**src/rtl/smb_blk_pkg.sv**
```systemverilog
package smb_blk_pkg;

    typedef enum logic [3:0] {
        ST_IDLE,
        ST_ADDR,
        ST_ADDR_ACK,
        ST_INDEX,
        ST_INDEX_ACK,
        ST_COUNT,
        ST_COUNT_ACK,
        ST_WDATA,
        ST_WDATA_ACK,
        ST_TX,
        ST_TX_ACK,
        ST_TX_HOLD,
        ST_IGNORE
    } smb_st_e;

endpackage

```
**src/rtl/smb_line_sync.sv**
```systemverilog
module smb_line_sync #(
    parameter int STAGES = 2
) (
    input  logic clk,
    input  logic rst_n,
    input  logic scl_i,
    input  logic sda_i,
    output logic scl_s,
    output logic sda_s,
    output logic scl_rise,
    output logic scl_fall,
    output logic start_det,
    output logic stop_det
);

    logic [STAGES:0] scl_pipe;
    logic [STAGES:0] sda_pipe;
    logic            scl_p;
    logic            sda_p;

    always_ff @(posedge clk) begin
        if (!rst_n) begin
            scl_pipe <= '1;
            sda_pipe <= '1;
        end else begin
            scl_pipe <= {scl_pipe[STAGES-1:0], scl_i};
            sda_pipe <= {sda_pipe[STAGES-1:0], sda_i};
        end
    end

    assign scl_s     = scl_pipe[STAGES-1];
    assign sda_s     = sda_pipe[STAGES-1];
    assign scl_p     = scl_pipe[STAGES];
    assign sda_p     = sda_pipe[STAGES];
    assign scl_rise  = scl_s & ~scl_p;
    assign scl_fall  = ~scl_s & scl_p;
    assign start_det = scl_s & scl_p & sda_p & ~sda_s;
    assign stop_det  = scl_s & scl_p & ~sda_p & sda_s;

endmodule

```
**src/rtl/smb_regfile.sv**
```systemverilog
module smb_regfile #(
    parameter int             DEPTH   = 16,
    parameter int             DW      = 8,
    parameter int             AW      = 8,
    parameter int             CNT_IDX = 8,
    parameter logic [DW-1:0]  CNT_RST = 'h04
) (
    input  logic                clk,
    input  logic                rst_n,
    input  logic                we,
    input  logic [AW-1:0]       waddr,
    input  logic [DW-1:0]       wdata,
    input  logic [AW-1:0]       raddr,
    output logic [DW-1:0]       rdata,
    output logic [DW-1:0]       cnt_o,
    output logic [DEPTH*DW-1:0] flat_o
);

    localparam int            IW      = $clog2(DEPTH);
    localparam logic [AW-1:0] DEPTH_A = AW'(DEPTH);

    logic [DW-1:0] mem [DEPTH];

    always_ff @(posedge clk) begin
        if (!rst_n) begin
            for (int i = 0; i < DEPTH; i++) begin
                mem[i] <= (i == CNT_IDX) ? CNT_RST : '0;
            end
        end else if (we && (waddr < DEPTH_A)) begin
            mem[waddr[IW-1:0]] <= wdata;
        end
    end

    assign rdata = (raddr < DEPTH_A) ? mem[raddr[IW-1:0]] : '0;
    assign cnt_o = mem[CNT_IDX];

    generate
        for (genvar g = 0; g < DEPTH; g++) begin : g_flat
            assign flat_o[g*DW +: DW] = mem[g];
        end
    endgenerate

    // a write aimed beyond the file leaves every register as it was
    p_past_end_ignored_r5: assert property (@(posedge clk) disable iff (!rst_n)
        (we && (waddr >= DEPTH_A)) |=> $stable(flat_o));

    // the parallel image moves only when a write strobe was given
    p_image_holds_r11: assert property (@(posedge clk) disable iff (!rst_n)
        !we |=> $stable(flat_o));

endmodule

```
**src/rtl/smb_blk_regs.sv**
```systemverilog
module smb_blk_regs
    import smb_blk_pkg::*;
#(
    parameter int         DEPTH    = 16,
    parameter logic [6:0] DEV_ADDR = 7'h69,
    parameter int         CNT_IDX  = 8,
    parameter logic [7:0] CNT_RST  = 8'h04,
    parameter int         SYNC     = 2
) (
    input  logic               clk,
    input  logic               rst_n,
    input  logic               scl_i,
    input  logic               sda_i,
    output logic               sda_oe,
    output logic [DEPTH*8-1:0] regs_o
);

    localparam int DW     = 8;
    localparam int PTR_W  = 8;
    localparam int BCNT_W = $clog2(DW) + 1;
    localparam logic [BCNT_W-1:0] LAST_BIT = BCNT_W'(DW);

    logic scl_s, sda_s, scl_rise, scl_fall, start_det, stop_det;

    smb_line_sync #(.STAGES(SYNC)) u_sync (
        .clk       (clk),
        .rst_n     (rst_n),
        .scl_i     (scl_i),
        .sda_i     (sda_i),
        .scl_s     (scl_s),
        .sda_s     (sda_s),
        .scl_rise  (scl_rise),
        .scl_fall  (scl_fall),
        .start_det (start_det),
        .stop_det  (stop_det)
    );

    smb_st_e           st_q, st_d;
    logic [BCNT_W-1:0] bit_q, bit_d;
    logic [DW-1:0]     sh_q, sh_d;
    logic [DW-1:0]     tx_q, tx_d;
    logic [PTR_W-1:0]  ptr_q, ptr_d;
    logic [DW-1:0]     rem_q, rem_d;
    logic              oe_q, oe_d;
    logic              we;
    logic [DW-1:0]     rdata;
    logic [DW-1:0]     cnt_val;

    smb_regfile #(
        .DEPTH   (DEPTH),
        .DW      (DW),
        .AW      (PTR_W),
        .CNT_IDX (CNT_IDX),
        .CNT_RST (CNT_RST)
    ) u_file (
        .clk    (clk),
        .rst_n  (rst_n),
        .we     (we),
        .waddr  (ptr_q),
        .wdata  (sh_q),
        .raddr  (ptr_q),
        .rdata  (rdata),
        .cnt_o  (cnt_val),
        .flat_o (regs_o)
    );

    // next state and datapath
    always_comb begin
        st_d  = st_q;
        bit_d = bit_q;
        sh_d  = sh_q;
        tx_d  = tx_q;
        ptr_d = ptr_q;
        rem_d = rem_q;
        oe_d  = oe_q;
        we    = 1'b0;
        if (stop_det) begin
            st_d  = ST_IDLE;
            oe_d  = 1'b0;
            bit_d = '0;
        end else if (start_det) begin
            st_d  = ST_ADDR;
            oe_d  = 1'b0;
            bit_d = '0;
        end else begin
            unique case (st_q)
                ST_IDLE, ST_IGNORE: begin
                    oe_d = 1'b0;
                end
                ST_ADDR, ST_INDEX, ST_COUNT, ST_WDATA: begin
                    if (scl_rise && (bit_q != LAST_BIT)) begin
                        sh_d  = {sh_q[DW-2:0], sda_s};
                        bit_d = bit_q + 1'b1;
                    end else if (scl_fall && (bit_q == LAST_BIT)) begin
                        bit_d = '0;
                        if (st_q == ST_ADDR) begin
                            if (sh_q[DW-1:1] == DEV_ADDR) begin
                                oe_d = 1'b1;
                                st_d = ST_ADDR_ACK;
                            end else begin
                                st_d = ST_IGNORE;
                            end
                        end else if (st_q == ST_INDEX) begin
                            ptr_d = sh_q;
                            oe_d  = 1'b1;
                            st_d  = ST_INDEX_ACK;
                        end else if (st_q == ST_COUNT) begin
                            rem_d = sh_q;
                            oe_d  = 1'b1;
                            st_d  = ST_COUNT_ACK;
                        end else begin
                            we    = (rem_q != '0);
                            if (rem_q != '0) rem_d = rem_q - 1'b1;
                            ptr_d = ptr_q + 1'b1;
                            oe_d  = 1'b1;
                            st_d  = ST_WDATA_ACK;
                        end
                    end
                end
                ST_ADDR_ACK: begin
                    if (scl_fall) begin
                        if (sh_q[0]) begin
                            tx_d = cnt_val;
                            oe_d = ~cnt_val[DW-1];
                            st_d = ST_TX;
                        end else begin
                            oe_d = 1'b0;
                            st_d = ST_INDEX;
                        end
                    end
                end
                ST_INDEX_ACK: begin
                    if (scl_fall) begin
                        oe_d = 1'b0;
                        st_d = ST_COUNT;
                    end
                end
                ST_COUNT_ACK, ST_WDATA_ACK: begin
                    if (scl_fall) begin
                        oe_d = 1'b0;
                        st_d = ST_WDATA;
                    end
                end
                ST_TX: begin
                    if (scl_rise) begin
                        bit_d = bit_q + 1'b1;
                    end else if (scl_fall) begin
                        if (bit_q == LAST_BIT) begin
                            oe_d  = 1'b0;
                            bit_d = '0;
                            st_d  = ST_TX_ACK;
                        end else begin
                            tx_d = {tx_q[DW-2:0], 1'b0};
                            oe_d = ~tx_q[DW-2];
                        end
                    end
                end
                ST_TX_ACK: begin
                    if (scl_rise) begin
                        st_d = sda_s ? ST_IGNORE : ST_TX_HOLD;
                    end
                end
                ST_TX_HOLD: begin
                    if (scl_fall) begin
                        tx_d  = rdata;
                        oe_d  = ~rdata[DW-1];
                        ptr_d = ptr_q + 1'b1;
                        st_d  = ST_TX;
                    end
                end
                default: begin
                    st_d = ST_IDLE;
                    oe_d = 1'b0;
                end
            endcase
        end
    end

    // state register
    always_ff @(posedge clk) begin
        if (!rst_n) st_q <= ST_IDLE;
        else        st_q <= st_d;
    end

    // datapath and output register
    always_ff @(posedge clk) begin
        if (!rst_n) begin
            bit_q <= '0;
            sh_q  <= '0;
            tx_q  <= '0;
            ptr_q <= '0;
            rem_q <= '0;
            oe_q  <= 1'b0;
        end else begin
            bit_q <= bit_d;
            sh_q  <= sh_d;
            tx_q  <= tx_d;
            ptr_q <= ptr_d;
            rem_q <= rem_d;
            oe_q  <= oe_d;
        end
    end

    assign sda_oe = oe_q;

    // the drive enable only moves after SCL was seen low
    p_drive_scl_low_r10: assert property (@(posedge clk) disable iff (!rst_n)
        !$stable(oe_q) |-> !$past(scl_s));

    // once ignoring, the slave never pulls SDA
    p_ignore_silent_r2: assert property (@(posedge clk) disable iff (!rst_n)
        (st_q == ST_IGNORE) |=> !oe_q);

    // every stored data byte consumes one unit of the count
    p_count_consumed_r4: assert property (@(posedge clk) disable iff (!rst_n)
        we |=> (rem_q == $past(rem_q) - 1'b1));

    // the bit counter never runs past one full byte
    p_bit_bound_r9: assert property (@(posedge clk) disable iff (!rst_n)
        bit_q <= LAST_BIT);

endmodule

```
**config.mk**
```make
export PLATFORM = sky130hd
export DESIGN_NAME = smb_blk_regs
export DESIGN_NICKNAME = d
export VERILOG_FILES = /design/src/rtl/smb_blk_pkg.sv /design/src/rtl/smb_line_sync.sv /design/src/rtl/smb_regfile.sv /design/src/rtl/smb_blk_regs.sv
export SDC_FILE = /design/constraint.sdc
export NUM_CORES = 1
export LEC_CHECK = 0
export ABC_CLOCK_PERIOD_IN_PS = 4300
export BUFFER_PORTS_ARGS = -buffer_cell sky130_fd_sc_hd__buf_2
export CAP_MARGIN = 10
export CORE_MARGIN = 3
export CORE_UTILIZATION = 62
export CTS_CLUSTER_DIAMETER = 200
export DETAILED_ROUTE_END_ITERATION = 8
export GPL_ROUTABILITY_DRIVEN = 0
export PLACE_DENSITY = 0.95
export SLEW_MARGIN = 10
export SYNTH_ARGS = -nofsm -noshare
export SYNTH_HDL_FRONTEND = slang
export SYNTH_SLANG_ARGS = --single-unit
```
**constraint.sdc**
```tcl
create_clock -name clk -period 4.3 [get_ports clk]
set_input_delay 0.43 -clock clk [delete_from_list [all_inputs] [get_ports clk]]
set_output_delay 0.43 -clock clk [all_outputs]
set_load 0.01 [all_outputs]
```
==> flow_summary.yaml <==
synth:
  yosysSeqAreaShare_pct: 54.6
  synth-seq-cells: 178
  yosys.area.top_type_share_pct: 43.3
  synth_edf_count: 128
  synth_area_per_cell_um2: 11.2
  post-synth-top-count-cell: "edfxtp_1"
  synth_top_area_cell: "edfxtp_1"
  synth_commonest_cells: "edfxtp_1 (128), nor2_1 (103), nand2_1 (58)"
  async_flop_share_pct: 0
  synthTopCellsByArea: "edfxtp_1 (43%), dfxtp_1 (11%), mux4_2 (6.3%)"
  yosys_warnings: 0
  synth_cell_types: 67
  syn_inst: 796
  syn_area_um2: 8880
  synth_flop_cell: "edfxtp_1"
  syn_nets: 811
clocking:
  cts.htree.levels: 4
  ctsRootBufferMaster: "clkbuf_16"
  clk_path_buf_depth: 2
  cts_resized: 0
  cts_tree: "yes"
  clkLatencyLatePin_ps: 440
  postCtsSetupBuffers: 0
  ctsHoldBuffers: 0
  cts_buffers: 17
  clk_pin_slew_ps: 70
  cts_sinks: 178
drt:
  drc: 0
  wl_mm: 28.0
  routed_via_density: 7.09
  drt-initial-drc-count: 1530
  drt-wirelength-per-cell_um: 25.6
  routed-via-count: 7753
  first_pass_iters: 9
  final_antenna_net_count: 0
placement:
  place_ws_ps: 1320
  place_hpwl_mm: 17.5
  io_buffers: 132
pwr:
  powerDensity_nw_per_um2: 367
  p_leak_uw: 0.00379
  seq_power_share_pct: 52.2
  ir_worst_vdd_mv: 0.276
  switching_share_pct: 23.9
  power.total_uw: 3760
  p_int_uw: 2860
  clkPwrFrac_pct: 41.6
  share_comb_of_total_power_pct: 6.2
  switchingPower_uw: 899
setup_path:
  timing.reg2reg.setup_slack_ps: 1050
  cp_slowest_stage_delay_ps: 900
  path_cells: "and3b_1, nand4_1, nor4_1, nand2b_1, o21ai_0, buf_4"
  cpMaxStageDelayCell: "dfxtp_1"
  endpoint_kind: "register"
  critPathKind: "register to register"
  worstPathRequired_ps: 4450
  critPathBufInv: 1
  path_max_fanout: 29
  cpLargestDelayFamily: "simple AND/OR/NAND/NOR gates"
  r2r_cells: 6
  worstReg2RegEnd: "u_file.mem[2][1]"
  cp.arrival_ps: 3400
  worstSetupStartpointType: "register"
  rr_startpoint: "st_q[0]"
min_path:
  hold_depth: 2
  min_to: "u_sync.sda_pipe[0]"
  worstHoldStart: "sda_i"
  hp-class: "input pin to register"
sta:
  worst_pin_slew_ps: 1170
  hold_slack_ps: 180
  period_minus_slack_ps: 3250
  rsz0062_at_grt: "no"
  max_freq_mhz: 307
  maxSlewViolCount: 0
  tns_ps: 0
  setup_viol: 0
  fin_crit_sh_pct: 75.6
  setup_ws_ps: 1050
  clock_skew_ps: 13.2
  timing.final.hold_violations: 0
  relSlewSlack_pct: 22.2
die:
  core_um2: 13900
  ios: 133
  die_height_um: 126
  core.rowCount: 43
  dieArea_um2: 15800
  initial_core_util_pct: 63.7
  die_x_um: 126
final_layout:
  multiInputGateArea_um2: 3730
  synthToLayoutAreaGrowth_pct: 15.3
  drive_above_1_share_pct: 24.3
  register_area_um2: 4850
  diodes: 0
  fillerInstances: 802
  nNetsFinal: 916
  utilization_pct: 73.5
global_routing:
  grt_first_pass_wirelength_mm: 43.5
  antenna_found_initial: 0
  grt_max_degree: 50
  overflow: 0
  grt_pass1_vias: 7562
  track_usage_pct: 36.0
run:
  max_cap_viol_count: 0
outcome:
  run_status: "finished, final reports clean"
-- stage by stage --
stage                     cells  cell area, um^2
after floorplan             796             8880
after global placement     1062             9660
after detailed placement   1062             9660
after CTS                  1094            10200
after global routing       1094            10200
final                      1094            10200
-- worst max path at each step --
| stage | from | to | slack [ps] | cells after the start |
|---|---|---|---|---|
| 6_report | st_q[0] | u_file.mem[2][1] | 1050 | 6 |
| 2_1_floorplan | bit_q[0] | u_file.mem[3][0] | 1890 | 8 |
| 4_1_cts | st_q[0] | u_file.mem[13][3] | 1240 | 6 |
| 3_3_place_gp | st_q[0] | u_file.mem[12][3] | 1460 | 6 |
| 5_1_grt | st_q[0] | u_file.mem[2][0] | 1050 | 5 |
| 3_5_place_dp | st_q[0] | u_file.mem[13][3] | 1320 | 6 |
-- registers in the layout (all words and copies together), names as in the netlist, named ones only --
| signal | cells |
|---|---|
| bit_q | 4 |
| ptr_q | 8 |
| rem_q | 8 |
| sda_oe | 1 |
| sh_q | 8 |
| st_q | 4 |
| tx_q | 7 |
| u_file.mem | 128 |
| u_sync.scl_pipe | 3 |
| u_sync.sda_pipe | 3 |
-- layer usage --
metal / part of all wire, % / vias to the layer above / routed length, um / global-route usage, %
met4: 7.1 / 0 / 1990 / 22.9
met1: 32 / 3610 / 8910 / 44.5
li1: - / 3151 / - / -
met2: 46 / 797 / 12900 / 54.8
met5: 0 / - / 0 / 0
met3: 15 / 195 / 4230 / 11.8
-- worst reg2reg max path, stage by stage (launching register included) --
cell,delay (ps)
dfxtp_1,900
and3b_1,360
nand4_1,120
nor4_1,450
nand2b_1,200
o21ai_0,660
buf_4,280
-- cell type report --
cell class              count  share of cell area [%]
clock buffers              18                    4.19
flip-flops and latches    178                    47.3
inverters                  19                   0.696
repair buffers            149                    7.70
well taps                 180                    2.20
multi-input cells         536                    36.4
clock inverters            14                    1.51
-- power groups by stage --
stage | logic, uW | registers (uW) | clock network, uW
2_1_floorplan | 96.9 | 2000 | 0
3_3_place_gp | 219 | 1990 | 0
3_5_place_dp | 226 | 1990 | 0
4_1_cts | 230 | 1960 | 1550
5_1_grt | 246 | 1970 | 1620
6_report | 234 | 1960 | 1560
-- placed cells by master (no fill, tap or decap), types with 9 or more instances in the layout --
master     synthesis  layout
a21oi_1           20      20
a22oi_1            9       9
a31oi_1           11      11
and2_1            28      28
and3_1            41      41
buf_2             15     132
buf_4              0      17
clkbuf_16          0      17
dfxtp_1           50      49
edfxtp_1         128     128
ha_1              11      11
inv_1             17      17
mux2i_1           26      26
mux4_2            25      25
nand2_1           58      58
nand2b_1          26      26
nand3_1           13      13
nor2_1           103     103
o211ai_1          11      11
o21ai_0           36      36
-- kinds of logic after synthesis --
| family | share of synthesized area, % |
|---|---|
| multiplexers | 10.2 |
| adder cells (fa/ha/maj) | 1.55 |
| XOR/XNOR | 0.493 |
| buffers and inverters | 3.68 |
| AND/OR/NAND/NOR | 19.5 |
| AO/OA/AOI/OAI | 10.0 |
| flip-flops | 54.6 |
No activity file was read; power rests on OpenSTA's default activity.
